### config.mk
export PLATFORM = sky130hd
export DESIGN_NAME = accum_width_timer
export DESIGN_NICKNAME = d
export VERILOG_FILES = /design/src/rtl/awt_pkg.sv /design/src/rtl/awt_edge_sync.sv /design/src/rtl/awt_ctrl.sv /design/src/rtl/awt_datapath.sv /design/src/rtl/accum_width_timer.sv
export SDC_FILE = /design/constraint.sdc
export NUM_CORES = 1
export LEC_CHECK = 0
export CELL_PAD_IN_SITES_DETAIL_PLACEMENT = 1
export CELL_PAD_IN_SITES_GLOBAL_PLACEMENT = 1
export CORE_MARGIN = 2
export CORE_UTILIZATION = 40
export CTS_CLUSTER_DIAMETER = 40
export DETAILED_ROUTE_END_ITERATION = 16
export DONT_BUFFER_PORTS = 1
export HOLD_SLACK_MARGIN = 0.08
export PLACE_DENSITY = 0.68
export SETUP_SLACK_MARGIN = 0.2
export SYNTH_ARGS = -nofsm -noshare
export SYNTH_HDL_FRONTEND = slang
export SYNTH_SLANG_ARGS = --single-unit
### constraint.sdc
create_clock -name clk -period 6.9 [get_ports clk]
set_input_delay 0.69 -clock clk [delete_from_list [all_inputs] [get_ports clk]]
set_output_delay 0.69 -clock clk [all_outputs]
set_load 0.1 [all_outputs]
### src/rtl/awt_pkg.sv
package awt_pkg;

  typedef enum logic [1:0] {
    ST_OFF   = 2'd0,
    ST_ARM   = 2'd1,
    ST_RUN   = 2'd2,
    ST_PAUSE = 2'd3
  } chState_t;

  typedef struct packed {
    logic clrCnt;
    logic incCnt;
    logic capture;
    logic clrOvf;
  } awtStrobe_t;

endpackage

### src/rtl/awt_edge_sync.sv
module awt_edge_sync #(
  parameter int SYNC_STAGES = 2
) (
  input  logic clk,
  input  logic rstN,
  input  logic sigIn,
  input  logic measLow,
  output logic startEdge,
  output logic stopEdge
);
  localparam int TOP = SYNC_STAGES - 1;

  logic [SYNC_STAGES-1:0] syncQ;
  logic prevQ;
  logic riseDet;
  logic fallDet;

  generate
    if (SYNC_STAGES == 1) begin : g_single
      always_ff @(posedge clk or negedge rstN) begin
        if (!rstN) syncQ <= '0;
        else       syncQ <= sigIn;
      end
    end else begin : g_chain
      always_ff @(posedge clk or negedge rstN) begin
        if (!rstN) syncQ <= '0;
        else       syncQ <= {syncQ[SYNC_STAGES-2:0], sigIn};
      end
    end
  endgenerate

  always_ff @(posedge clk or negedge rstN) begin
    if (!rstN) prevQ <= 1'b0;
    else       prevQ <= syncQ[TOP];
  end

  assign riseDet   = syncQ[TOP] & ~prevQ;
  assign fallDet   = ~syncQ[TOP] & prevQ;
  assign startEdge = measLow ? fallDet : riseDet;
  assign stopEdge  = measLow ? riseDet : fallDet;

  // a start edge and a stop edge never occur in the same cycle
  p_edges_exclusive_r3: assert property (@(posedge clk) disable iff (!rstN)
    !(startEdge && stopEdge));

endmodule

### src/rtl/awt_ctrl.sv
module awt_ctrl
  import awt_pkg::*;
(
  input  logic       clk,
  input  logic       rstN,
  input  logic       startTrig,
  input  logic       stopTrig,
  input  logic       cntEn,
  input  logic       startEdge,
  input  logic       stopEdge,
  output awtStrobe_t strobe,
  output logic       enabled
);
  chState_t state, nxtState;

  always_comb begin
    nxtState = state;
    strobe   = '0;
    if (stopTrig) begin
      nxtState = ST_OFF;
    end else if (startTrig) begin
      nxtState      = ST_ARM;
      strobe.clrOvf = 1'b1;
    end else begin
      unique case (state)
        ST_ARM: begin
          if (startEdge) begin
            nxtState      = ST_RUN;
            strobe.clrCnt = 1'b1;
          end
        end
        ST_RUN: begin
          if (stopEdge) begin
            nxtState       = ST_PAUSE;
            strobe.capture = 1'b1;
          end else if (cntEn) begin
            strobe.incCnt = 1'b1;
          end
        end
        ST_PAUSE: begin
          if (startEdge) nxtState = ST_RUN;
        end
        default: nxtState = state;
      endcase
    end
  end

  always_ff @(posedge clk or negedge rstN) begin
    if (!rstN) state <= ST_OFF;
    else       state <= nxtState;
  end

  assign enabled = (state != ST_OFF);

  // the stop strobe always disarms, even with a start strobe alongside
  p_stop_wins_r8: assert property (@(posedge clk) disable iff (!rstN)
    stopTrig |=> !enabled);

  // a lone start strobe leaves the channel waiting for its first edge
  p_arm_waits_r2: assert property (@(posedge clk) disable iff (!rstN)
    (startTrig && !stopTrig) |=> (state == ST_ARM));

  // a disarmed channel emits no datapath strobes
  p_off_quiet_r9: assert property (@(posedge clk) disable iff (!rstN)
    (state == ST_OFF && !startTrig) |-> (strobe.clrCnt == 1'b0 && strobe.incCnt == 1'b0 && strobe.capture == 1'b0));

endmodule

### src/rtl/awt_datapath.sv
module awt_datapath
  import awt_pkg::*;
#(
  parameter int WIDTH = 32
) (
  input  logic             clk,
  input  logic             rstN,
  input  awtStrobe_t       strobe,
  output logic [WIDTH-1:0] cnt,
  output logic [WIDTH-1:0] capReg,
  output logic             irq,
  output logic             overflow
);
  localparam logic [WIDTH-1:0] ALL_ONES = '1;
  localparam logic [WIDTH-1:0] ONE      = WIDTH'(1);

  logic stepCnt;
  logic atMax;

  assign stepCnt = strobe.capture | strobe.incCnt;
  assign atMax   = (cnt == ALL_ONES);

  always_ff @(posedge clk or negedge rstN) begin
    if (!rstN) begin
      cnt      <= '0;
      capReg   <= '0;
      irq      <= 1'b0;
      overflow <= 1'b0;
    end else begin
      irq <= strobe.capture;
      if (strobe.clrCnt)  cnt <= '0;
      else if (stepCnt)   cnt <= cnt + ONE;
      if (strobe.capture) capReg <= cnt;
      if (strobe.clrOvf)              overflow <= 1'b0;
      else if (stepCnt && atMax)      overflow <= 1'b1;
    end
  end

  // the interrupt lasts one cycle
  p_irq_single_r4: assert property (@(posedge clk) disable iff (!rstN)
    irq |=> !irq);

  // the captured value is the count from the capture cycle
  p_cap_source_r4: assert property (@(posedge clk) disable iff (!rstN)
    irq |-> (capReg == $past(cnt)));

  // the count holds in the cycle after a capture
  p_hold_after_cap_r5: assert property (@(posedge clk) disable iff (!rstN)
    irq |=> $stable(cnt));

  // a start strobe clears the wrap flag
  p_ovf_clear_r7: assert property (@(posedge clk) disable iff (!rstN)
    strobe.clrOvf |=> !overflow);

endmodule

### src/rtl/accum_width_timer.sv
module accum_width_timer
  import awt_pkg::*;
#(
  parameter int WIDTH       = 32,
  parameter int SYNC_STAGES = 2
) (
  input  logic             clk,
  input  logic             rstN,
  input  logic             startTrig,
  input  logic             stopTrig,
  input  logic             measLow,
  input  logic             cntEn,
  input  logic             sigIn,
  output logic             enabled,
  output logic             overflow,
  output logic [WIDTH-1:0] count,
  output logic [WIDTH-1:0] capture,
  output logic             irq
);
  awtStrobe_t strobe;
  logic       startEdge;
  logic       stopEdge;

  awt_edge_sync #(.SYNC_STAGES(SYNC_STAGES)) i_edge (
    .clk       (clk),
    .rstN      (rstN),
    .sigIn     (sigIn),
    .measLow   (measLow),
    .startEdge (startEdge),
    .stopEdge  (stopEdge)
  );

  awt_ctrl i_ctrl (
    .clk       (clk),
    .rstN      (rstN),
    .startTrig (startTrig),
    .stopTrig  (stopTrig),
    .cntEn     (cntEn),
    .startEdge (startEdge),
    .stopEdge  (stopEdge),
    .strobe    (strobe),
    .enabled   (enabled)
  );

  awt_datapath #(.WIDTH(WIDTH)) i_dp (
    .clk      (clk),
    .rstN     (rstN),
    .strobe   (strobe),
    .cnt      (count),
    .capReg   (capture),
    .irq      (irq),
    .overflow (overflow)
  );

  // a disarmed channel keeps its count
  p_frozen_when_off_r9: assert property (@(posedge clk) disable iff (!rstN)
    !enabled |=> $stable(count));

endmodule

# Yosys cells after proc, flatten, opt, wreduce, memory -nomap -nowiden
# Cells that the tools add are included.
# op_classes
n_reduce_logical	7
eq_ne	6
n_lt_le_gt_ge	0
shift	0
n_mul	0
n_bitwise	5
div_mod_pow	0
muxes	20
add_sub_neg	1
# op_table
operator	n
32-bit 2-to-1 mux	2
32-bit by 1-bit adder with 32-bit output, second input constant	1
32-bit equality test, second input constant	1
1-bit 2-to-1 mux	10
2-bit 2-to-1 mux	5
2-bit nonzero test	3
2-bit equality test, second input constant	2
4-bit 2-to-1 mux	1
4-bit by 1-bit inequality test with 1-bit output, second input constant	1
4-bit by 3-bit inequality test with 1-bit output, second input constant	1
2-bit case mux with 2 select lines	1
4-bit nonzero test	1
3-bit 2-to-1 mux	1
3-bit AND reduction	1
1-bit bitwise AND	2
2-bit by 1-bit equality test with 1-bit output, second input constant	1
1-bit NOT	2
2-bit OR reduction	1
1-bit logical AND	1
1-bit OR	1
# totals
mem_bits_rw	0
latch_bits	0
memories	0
inputBits	7
mem_bits_ro	0
reg_bits	71

# Longest topological paths before layout
# logic_depth
word_depth	11
depth_mapped	7
depth_no_buf	5

# Cells and area by module
# From an unflattened synthesis, not the netlist that was laid out.
# unflattened
cells_unflattened	282
hier_area_um2	3246.9
# by_module_without_submodules
module	instances	area_each_um2	cells_each	seq_area_each_um2
awt_datapath	1	2997.9	260	1651.6
awt_ctrl	1	140.1	15	50.0
awt_edge_sync	1	108.9	7	75.1

# Worst setup path before layout
# No wires, ideal clock.
# synth_timing
kind	reg2reg
from	register i_dp.cnt[4]
to	register i_dp.cnt[31]
setup_slack_ns	4.209
path_stages_with_launch	7
arrival_time_ns	2.613
path_cell_list	dfrtp_1 -> and4_1 -> and3_1 -> clkbuf_1 -> nand4_2 -> or4_1 -> a21oi_1
# synth_between
elab_chain_cells	3
# synth_lines
item	line	rtl
from (decl)	awt_datapath.sv:9	output logic [WIDTH-1:0] cnt,
from (signal assigned)	awt_datapath.sv:32	else if (stepCnt) cnt <= cnt + ONE;
32-bit by 1-bit adder with 32-bit output	awt_datapath.sv:32	
32-bit 2-to-1 mux	awt_datapath.sv:32	
32-bit 2-to-1 mux	awt_datapath.sv:31	if (strobe.clrCnt) cnt <= '0;
# Every way passes these cells. The select of a mux whose other input is x is not followed.
# A chain may end at the register's enable or synchronous reset.

# Worst setup path in the final report
# layout_timing
from	register i_dp.cnt[2]
to	register i_dp.cnt[31]
# The elaborated chain is that of the path after synthesis.

==> out/metrics.yaml <==
slew_viol_final: 0
end_kind: "flop"
cts_sinks: 71
placed_area_sq_um: 3250
setup_tns_ns: 0
place_inst: 429
rr_endpoint: "i_dp.cnt[31]"
grt_pass1_vias: 2593
ys_seq_elements: 71
post-route-util_pct: 45.6
finalNetCount: 347
finalCriticalPeriod_ns: 3.07
arrival_ns: 3.34
ctsResizeCount: 0
skew_ns: 0.0135
r2r-start: "i_dp.cnt[2]"
rows: 32
critPathRequiredTime_ns: 7.17
cts_tree: "yes"
die_x_um: 92.7
synthFlopType: "dfrtp_1"
slowest_delay_ns: 0.93
setup_viol: 0
routedWlPerCell_um: 17.5
postSynthCellCount: 337
num_io_pins: 74
setup_ws_ns: 3.83
overflow: 0
die_h_um: 92.7
drive_above_1_share_pct: 6.98
yosys_warnings: 0
reg2reg_depth: 5
async_flop_share_pct: 100
dr.pass1.iters: 4
diodes: 0
grt_max_degree: 72
cts_root_buffer: "clkbuf_8"
htreeDepth: 3
design_area_sq_um: 3500
cp_max_fo: 14
die-area_sq_um: 8590
worst_pin_slew_ns: 1.08
reg2reg_setup_slack_ns: 3.83
hold_class: "in -> async"
post_synth.cell_area_avg_sq_um: 9.33
rsz0062_at_grt: "false"
ir_worst_vdd_uv: 98.9
max_slew_margin_pct: 28.3
via_per_inst: 5.35
cp-start-kind: "flop"
fin_total_pwr_mw: 0.869
antenna_found_initial: 0
min_period_over_period_pct: 44.5
fmax_ghz: 0.325
cpLargestDelayFamily: "flip-flops"
final_cells: 446
drt_iter0_drc: 73
mostFrequentLayoutCell: "nand2_1"
max-cap-violations: 0
status: "finished clean"
hpwlAfterDp_um: 5130
hold_slack_ns: 0.225
insertion_delay_ns: 0.35
netlist-cell-type-count: 33
synth_edf_count: 0
cts_made_buffers: 9
start_util_pct: 40.9
path_cells: "inv_1 -> a311oi_4 -> nand4_2 -> or4_1 -> a21oi_1"
gp_congestion: 0.752
grt_pass1_wl_um: 13100
slowest_stage: "dfrtp_1"
hold_viol: 0
crit_type: "reg -> reg"
crit_buf_inv: 1
path_clk_slew_ns: 0.08
syn_area_sq_um: 3140
final_cell_mix: "nand2_1, dfrtp_1, nor2_1"
core_sq_um: 7690
pre_cts_ws_ns: 3.77
ys_seq_area_share_pct: 56.5
drc: 0
p_leak_nw: 1.71
clockBufferDepth: 2
powerDensity_nw_per_um2: 248
grt_usage_pct: 19.4
vias: 2384
syn_nets: 345
ant_nets: 0
io_buffers: 0
drt_wl_total_um: 7800
area.growth.synth_to_final_pct: 11.4
-- repair_timing --
item,CTS,global route
hold endpoints to repair,71,0
setup buffers,0,0
hold buffers,1,0
-- worst max-delay path by stage --
stage,from,to,slack (ns),depth (start not counted)
global placement,startTrig,i_dp.cnt[31],3.87,5
floorplan,i_dp.cnt[4],i_dp.cnt[31],4.21,6
detailed placement,startTrig,i_dp.cnt[31],3.77,5
CTS,i_dp.cnt[2],i_dp.cnt[31],3.80,5
global route,i_dp.cnt[2],i_dp.cnt[28],3.71,5
finish,i_dp.cnt[2],i_dp.cnt[31],3.83,5
-- power by group --
part / leakage [nW] / switching (mW) / internal (mW)
combinational: 0.621 / 0.0225 / 0.00828
clock: 0.114 / 0.153 / 0.223
sequential: 0.980 / 0.0410 / 0.421
total: 1.71 / 0.216 / 0.653
-- sequential cells by signal, summed over array words and instances (netlist names) --
signal         flops
i_edge.prevQ       1
i_dp.overflow      1
i_dp.irq           1
i_ctrl.state       2
i_dp.cnt          32
i_edge.syncQ       2
i_dp.capReg       32
-- cell usage after synthesis (all sizes together), types with 2 or more instances --
| master | instances | area share [%] |
|---|---|---|
| nor3 | 2 | 0.32 |
| xor2 | 12 | 3.3 |
| o22ai | 2 | 0.40 |
| o21ai | 9 | 1.4 |
| or4 | 2 | 0.48 |
| nand3 | 9 | 1.4 |
| a31oi | 2 | 0.40 |
| clkbuf | 14 | 1.7 |
| mux2i | 2 | 0.64 |
| nand2 | 106 | 13 |
| and2 | 5 | 0.99 |
| nor4 | 5 | 0.99 |
| o31ai | 2 | 0.48 |
| and3 | 4 | 0.80 |
| or3 | 8 | 1.6 |
| and4 | 4 | 1.1 |
| nor2 | 29 | 3.5 |
| inv | 5 | 0.60 |
| dfrtp | 71 | 57 |
| a21oi | 11 | 1.8 |
| xnor2 | 10 | 2.8 |
| nand4 | 13 | 2.8 |
-- routing by layer --
metal / wire length [um] / vias to the layer above / track usage, %
li1: - / 1126 / -
met1: 3630 / 1187 / 25.8
met2: 3590 / 58 / 31.0
met3: 470 / 13 / 4.80
met4: 108 / 0 / 7.35
met5: 0 / - / 0
-- kinds of logic after synthesis --
logic type | synth area share [%]
AND/OR/NAND/NOR | 28.0
XOR/XNOR | 6.13
multiplexers | 0.637
adder cells (fa/ha/maj) | 0.398
flip-flops | 56.5
AO/OA/AOI/OAI | 6.09
buffers and inverters | 2.27
-- worst reg2reg max path, delay by kind of cell, from the launching register on --
| kind | cells | cell delay [ns] |
|---|---|---|
| DFF | 1 | 0.93 |
| buffers and inverters | 1 | 0.29 |
| AOI/OAI and AO/OA | 2 | 0.85 |
| and+or+nand+nor | 2 | 0.93 |
-- area by class of cell --
class | count | area [sq um]
flip-flops and latches | 71 | 1780
repair buffers | 5 | 57.6
inverters | 5 | 18.8
multi-input cells | 247 | 1300
clock inverters | 3 | 65.1
clock buffers | 13 | 159
fillers | 903 | 4180
well taps | 102 | 128
Power figures use the tool's default switching activity.
